<file path="config.mk">
export PLATFORM = sky130hd
export DESIGN_NAME = redundancy_merge
export DESIGN_NICKNAME = d
export VERILOG_FILES = /design/src/rtl/rdm_pkg.sv /design/src/rtl/rdm_ctrl.sv /design/src/rtl/rdm_dp.sv /design/src/rtl/redundancy_merge.sv
export SDC_FILE = /design/constraint.sdc
export NUM_CORES = 1
export LEC_CHECK = 0
export BUFFER_PORTS_ARGS = -buffer_cell sky130_fd_sc_hd__buf_4
export CAP_MARGIN = 5
export CELL_PAD_IN_SITES_DETAIL_PLACEMENT = 1
export CELL_PAD_IN_SITES_GLOBAL_PLACEMENT = 1
export CORE_UTILIZATION = 48
export CTS_CLUSTER_SIZE = 28
export DETAILED_ROUTE_END_ITERATION = 8
export GPL_TIMING_DRIVEN = 0
export PLACE_DENSITY = 0.79
export SETUP_SLACK_MARGIN = 0.2
export SLEW_MARGIN = 20
export SYNTH_ARGS = -nofsm -noshare
export SYNTH_HDL_FRONTEND = slang
export SYNTH_SLANG_ARGS = --single-unit
</file>
<file path="constraint.sdc">
create_clock -name clk -period 8.46 [get_ports clk]
set_clock_uncertainty 0.2 [all_clocks]
set_input_delay 0.423 -clock clk [delete_from_list [all_inputs] [get_ports clk]]
set_output_delay 0.423 -clock clk [all_outputs]
set_load 0.01 [all_outputs]
</file>
<file path="src/rtl/rdm_pkg.sv">
package rdm_pkg;

  typedef struct packed {
    logic pushA;
    logic pushB;
  } rdmPush_t;

  function automatic logic [7:0] nextSn(input logic [7:0] p);
    return (p == 8'd255) ? 8'd1 : p + 8'd1;
  endfunction

  function automatic logic isFresh(input logic [7:0] s, input logic havePsn,
                                   input logic [7:0] p);
    if (s == 8'd0) return !(havePsn && p == 8'd0);
    if (!havePsn) return 1'b1;
    return (s == nextSn(p)) || (s == nextSn(nextSn(p)));
  endfunction

endpackage

</file>
<file path="src/rtl/rdm_ctrl.sv">
module rdm_ctrl
  import rdm_pkg::*;
#(
  parameter int DEPTH  = 4,
  parameter int LVL_W  = 3,
  parameter int SKEW_W = 16,
  parameter int CNT_W  = 8
) (
  input  logic              clk,
  input  logic              rstN,
  input  logic              aValid,
  input  logic [7:0]        aSeq,
  input  logic              bValid,
  input  logic [7:0]        bSeq,
  input  logic [SKEW_W-1:0] skewLimit,
  input  logic [LVL_W-1:0]  level,
  output rdmPush_t          push,
  output logic [CNT_W-1:0]  discardCnt,
  output logic [CNT_W-1:0]  timeoutCnt
);
  localparam int CW1 = CNT_W + 1;
  localparam logic [LVL_W-1:0] FULL_LVL = LVL_W'(DEPTH);
  localparam logic [LVL_W-1:0] ONE_LESS = LVL_W'(DEPTH - 1);
  localparam logic [CNT_W-1:0] CNT_MAX  = '1;

  logic              havePsn, pending;
  logic [7:0]        psn;
  logic [SKEW_W-1:0] timer;

  logic freshA, accA, haveMid, freshB, accB, dropA, dropB, twinA, twinB;
  logic [7:0] psnMid;
  logic [CW1-1:0] dropSum;

  always_comb begin
    freshA  = aValid && isFresh(aSeq, havePsn, psn);
    accA    = freshA && (level < FULL_LVL);
    haveMid = havePsn | accA;
    psnMid  = accA ? aSeq : psn;
    freshB  = bValid && isFresh(bSeq, haveMid, psnMid);
    accB    = freshB && (accA ? (level < ONE_LESS) : (level < FULL_LVL));
    dropA   = aValid && !freshA;
    dropB   = bValid && !freshB;
    twinA   = dropA && pending && (aSeq == psn);
    twinB   = dropB && (accA ? (bSeq == aSeq) : (pending && bSeq == psn));
    dropSum = {1'b0, discardCnt} + CW1'(dropA) + CW1'(dropB);
    push.pushA = accA;
    push.pushB = accB;
  end

  always_ff @(posedge clk) begin
    if (!rstN) begin
      havePsn    <= 1'b0;
      psn        <= '0;
      pending    <= 1'b0;
      timer      <= '0;
      discardCnt <= '0;
      timeoutCnt <= '0;
    end else begin
      discardCnt <= dropSum[CNT_W] ? CNT_MAX : dropSum[CNT_W-1:0];
      if (accA || accB) begin
        havePsn <= 1'b1;
        psn     <= accB ? bSeq : aSeq;
        timer   <= skewLimit;
        pending <= !(accA && !accB && twinB);
      end else if (pending) begin
        if (twinA || twinB) begin
          pending <= 1'b0;
        end else if (timer <= SKEW_W'(1)) begin
          pending <= 1'b0;
          if (timeoutCnt != CNT_MAX) timeoutCnt <= timeoutCnt + 1'b1;
        end else begin
          timer <= timer - 1'b1;
        end
      end
    end
  end


  aPriority_chk: assert property (@(posedge clk) disable iff (!rstN)
    (aValid && bValid && aSeq == bSeq) |-> !push.pushB);


  restart_chk: assert property (@(posedge clk) disable iff (!rstN)
    (aValid && aSeq == 8'd0 && !(havePsn && psn == 8'd0) && level < FULL_LVL)
      |-> push.pushA);


  dropSat_chk: assert property (@(posedge clk) disable iff (!rstN)
    1'b1 |=> discardCnt >= $past(discardCnt));


  timeoutCause_chk: assert property (@(posedge clk) disable iff (!rstN)
    (timeoutCnt != $past(timeoutCnt)) |-> $past(pending));

endmodule

</file>
<file path="src/rtl/rdm_dp.sv">
module rdm_dp
  import rdm_pkg::*;
#(
  parameter int DEPTH    = 4,
  parameter int HANDLE_W = 16,
  parameter int LVL_W    = 3
) (
  input  logic                clk,
  input  logic                rstN,
  input  rdmPush_t            push,
  input  logic [7:0]          aSeq,
  input  logic [HANDLE_W-1:0] aHandle,
  input  logic [7:0]          bSeq,
  input  logic [HANDLE_W-1:0] bHandle,
  input  logic                outReady,
  output logic                outValid,
  output logic [7:0]          outSeq,
  output logic [HANDLE_W-1:0] outHandle,
  output logic                outFromB,
  output logic [LVL_W-1:0]    level
);
  localparam int AW = $clog2(DEPTH);

  logic [7:0]          seqMem [DEPTH];
  logic [HANDLE_W-1:0] hndMem [DEPTH];
  logic                netMem [DEPTH];
  logic [AW-1:0]       wrPtr, rdPtr, bSlot;
  logic                pop;

  assign outValid  = (level != '0);
  assign pop       = outValid && outReady;
  assign bSlot     = wrPtr + AW'(push.pushA);
  assign outSeq    = seqMem[rdPtr];
  assign outHandle = hndMem[rdPtr];
  assign outFromB  = netMem[rdPtr];

  always_ff @(posedge clk) begin
    if (push.pushA) begin
      seqMem[wrPtr] <= aSeq;
      hndMem[wrPtr] <= aHandle;
      netMem[wrPtr] <= 1'b0;
    end
    if (push.pushB) begin
      seqMem[bSlot] <= bSeq;
      hndMem[bSlot] <= bHandle;
      netMem[bSlot] <= 1'b1;
    end
  end

  always_ff @(posedge clk) begin
    if (!rstN) begin
      wrPtr <= '0;
      rdPtr <= '0;
      level <= '0;
    end else begin
      wrPtr <= wrPtr + AW'(push.pushA) + AW'(push.pushB);
      rdPtr <= rdPtr + AW'(pop);
      level <= level + LVL_W'(push.pushA) + LVL_W'(push.pushB) - LVL_W'(pop);
    end
  end


  noOverflow_chk: assert property (@(posedge clk) disable iff (!rstN)
    (level == LVL_W'(DEPTH)) |-> !(push.pushA || push.pushB));


  holdOut_chk: assert property (@(posedge clk) disable iff (!rstN)
    (outValid && !outReady) |=> (outValid && $stable(outSeq) &&
                                 $stable(outHandle) && $stable(outFromB)));

endmodule

</file>
<file path="src/rtl/redundancy_merge.sv">
module redundancy_merge
  import rdm_pkg::*;
#(
  parameter int HANDLE_W = 16,
  parameter int DEPTH    = 4,
  parameter int SKEW_W   = 16,
  parameter int CNT_W    = 8
) (
  input  logic                clk,
  input  logic                rstN,
  input  logic                aValid,
  input  logic [7:0]          aSeq,
  input  logic [HANDLE_W-1:0] aHandle,
  input  logic                bValid,
  input  logic [7:0]          bSeq,
  input  logic [HANDLE_W-1:0] bHandle,
  input  logic [SKEW_W-1:0]   skewLimit,
  output logic                outValid,
  input  logic                outReady,
  output logic [7:0]          outSeq,
  output logic [HANDLE_W-1:0] outHandle,
  output logic                outFromB,
  output logic [CNT_W-1:0]    discardCnt,
  output logic [CNT_W-1:0]    timeoutCnt
);
  localparam int LVL_W = $clog2(DEPTH + 1);

  rdmPush_t         push;
  logic [LVL_W-1:0] level;

  rdm_ctrl #(.DEPTH(DEPTH), .LVL_W(LVL_W), .SKEW_W(SKEW_W), .CNT_W(CNT_W)) u_ctrl (
    .clk(clk), .rstN(rstN), .aValid(aValid), .aSeq(aSeq), .bValid(bValid),
    .bSeq(bSeq), .skewLimit(skewLimit), .level(level), .push(push),
    .discardCnt(discardCnt), .timeoutCnt(timeoutCnt)
  );

  rdm_dp #(.DEPTH(DEPTH), .HANDLE_W(HANDLE_W), .LVL_W(LVL_W)) u_dp (
    .clk(clk), .rstN(rstN), .push(push), .aSeq(aSeq), .aHandle(aHandle),
    .bSeq(bSeq), .bHandle(bHandle), .outReady(outReady), .outValid(outValid),
    .outSeq(outSeq), .outHandle(outHandle), .outFromB(outFromB), .level(level)
  );

endmodule

</file>
==> results.cfg <==
[route]
drcViolationCount = 0
drt_iter0_drc = 529
vias = 8124
routed_wl_um = 30760
wl_per_cell_um = 23.43
firstDrtPassIters = 5
final_antenna_net_count = 0
vias_per_cell = 6.187

[setup_path]
r2r-start = u_ctrl.psn[0]
r2r_slack_ps = 440
critPathLaunch = u_ctrl.psn[0]
end_kind = flip-flop
worstSetupPathType = flip-flop to flip-flop
critPathArrivalTime_ps = 8150
worstSetupStartpointType = flip-flop
cp_data_required_time_ps = 8590
rr_worst_depth = 28
crit_end = u_dp.level[1]
critPathMaxFanout = 10
slowest_stage = o41a_4
r2r-end = u_dp.level[1]
max_stage_delay_ps = 520

[grt]
gr-usage-met1_pct = 38.18
met3_usage_pct = 4.796
top_usage_layer = met2
grt_util_met2_pct = 50.99
grt_overflow = 0
grt_pass1_wl_um = 48160
grt_antenna_before_repair = 0
grt_pass1_vias = 8458
gr-usage-all-layers_pct = 29.39
grt_max_degree = 25

[timing]
slew_viol_final = 0
fmax_mhz = 124.7
setup_viol = 0
final.period_utilization_pct = 94.82
maxSlewHeadroom_pct = 39.31
period_needed_ps = 8022
totalNegativeSetupSlack_ps = 0
hold_viol_final = 0
worst_pin_slew_ps = 910.4
rsz0062_at_grt = false
holdWs_ps = 75.00

[die]
ioPinCount = 111
die_w_um = 145.5
start_util_pct = 48.85
num_rows = 52
die_area_sq_mm = 0.02117
fp.dieH_um = 145.5
core_area_sq_mm = 0.02023

[final_layout]
stdcell_count = 1313
fin_area_sq_mm = 0.01188
nNetsFinal = 1117
n_antenna_cell = 0
drive_gt1_share_pct = 31.35
layout_commonest_cell = buf_4
area_growth_pct = 20.14
mostFrequentLayoutCells = 120 x buf_4, 96 x edfxtp_1, 53 x dfxtp_1

[clock_tree]
cts_htree_levels = 4
numCtsBuffers = 17
cts_tree = yes
cts_buffer_depth = 2
root_buffer = clkbuf_16
worstSkewPairLatency_ps = 440
clock-sinks = 149
cts.clk_slew.worst_paths_ps = 80

[logic_synthesis]
yosysTopAreaCell = edfxtp_1
synth_nets = 978
synth_ff_type = edfxtp_1
synth-edff-count = 96
synthCells = 891
yosysSeqAreaShare_pct = 39.90
synthArstFlopShare_pct = 0
synth.cell_area_sq_mm = 0.009884
syn_area_per_cell_sq_um = 11.09
yosys.area.top_type_share_pct = 29.16
yosysWarningCount = 0
yosys-top-cells-area = edfxtp_1 29%, dfxtp_1 11%, mux4_2 5.7%
ys_seq_elements = 149
synth_cell_types = 89

[place]
place_area_sq_mm = 0.01103
dp_cells = 1267
gp_congestion = 0.9297
dpl.hpwl_um = 21330
port_buffers = 106

[pwr]
worst_ir_drop_vdd_uv = 166.5
leakage_nw = 4.520
p_per_area_mw_per_mm2 = 259.4

[flow_run]
cap_violations = 0

[min_path]
hold_path.class = primary input to flip-flop

[status]
outcome = finished clean
-- cell type report --
class	count	area [sq um]
Fill cell	2167	8359
Multi-Input combinational cell	655	5664
Sequential cell	149	3944
Timing Repair Buffer	118	888.4
Clock buffer	17	425.4
Buffer	64	347.8
Tap cell	270	337.8
Clock inverter	15	173.9
Inverter	25	93.84
-- worst max-delay path, delay by kind of cell (launching register included) --
kind                       cells  cell delay, ps
AOI/OAI and AO/OA              8            2260
and+or+nand+nor                8            1940
adders and majority gates      4            1490
buffers and inverters          6            1130
muxes                          2             530
DFF                            1             360
-- cells in the mapped netlist, types with 18 or more instances --
library cell  count
mux2_4           34
clkbuf_1         32
nor3_1           18
nor2_1           41
mux2i_1          18
or3_1            18
xor2_1           26
a21oi_1          24
o21ai_0          37
nand3_1          36
xnor2_1          24
edfxtp_1         96
dfxtp_1          53
nand2_1          38
mux2_1           18
mux4_2           25
inv_1            23
mux2_2           43
-- worst min-delay path by stage --
stage | from | to | slack, ps | depth (start not counted)
6_report | skewLimit[2] | u_ctrl.timer[2] | 70 | 3
5_1_grt | aHandle[3] | u_dp.hndMem[2][3] | 90 | 2
4_1_cts | skewLimit[2] | u_ctrl.timer[2] | 80 | 3
3_5_place_dp | u_dp.netMem[3] | u_dp.netMem[3] | 240 | 2
3_3_place_gp | u_dp.netMem[3] | u_dp.netMem[3] | 230 | 2
2_1_floorplan | u_dp.netMem[1] | u_dp.netMem[1] | 220 | 2
-- cell families after synthesis --
logic type / synth area share, %
buffers and inverters: 4.392
multiplexers: 19.86
flip-flops: 39.90
adder cells (fa/ha/maj): 2.506
XOR/XNOR: 5.215
AO/OA/AOI/OAI: 13.06
AND/OR/NAND/NOR: 15.06
-- layer usage --
layer / vias up / share of wire [%]
met3: 43 / 5.1
li1: 3700 / -
met1: 4130 / 43
met4: 0 / 1.6
met5: - / 0
met2: 251 / 50
-- report_power, final --
group	leakage [nW]	switching (mW)	internal, mW
Sequential	1.31	0.0706	0.939
Combinational	2.92	0.733	0.555
Clock	0.287	0.383	0.401
-- stage by stage --
| step | total power, mW | worst slack (ps) | util (%) |
|---|---|---|---|
| after floorplan | 1.835 | 1013 | - |
| after global placement | 2.201 | -792.5 | 54.45 |
| after detailed placement | 2.245 | -479.0 | 54.50 |
| after CTS | 3.061 | 288.2 | 58.11 |
| after global routing | 3.222 | 176.2 | 58.69 |
| final | 3.081 | 437.9 | 58.69 |
-- what timing repair did --
action                                 CTS  global route
endpoints found under the hold margin    1             0
buffers inserted                         3             8
pin swaps                                3             5
setup endpoints to repair              176           198
cloned                                   2             0
resized for setup                       15            13
hold buffers                             1             0
-- state kept, by name (all words and copies together), names as in the netlist, 2 cells and up --
register / count
u_dp.seqMem: 32
u_dp.rdPtr: 2
u_dp.netMem: 4
u_ctrl.timer: 16
u_ctrl.discardCnt: 8
u_dp.level: 3
u_ctrl.psn: 8
u_ctrl.timeoutCnt: 8
u_dp.wrPtr: 2
u_dp.hndMem: 64
No activity file was read; power rests on OpenSTA's default activity.
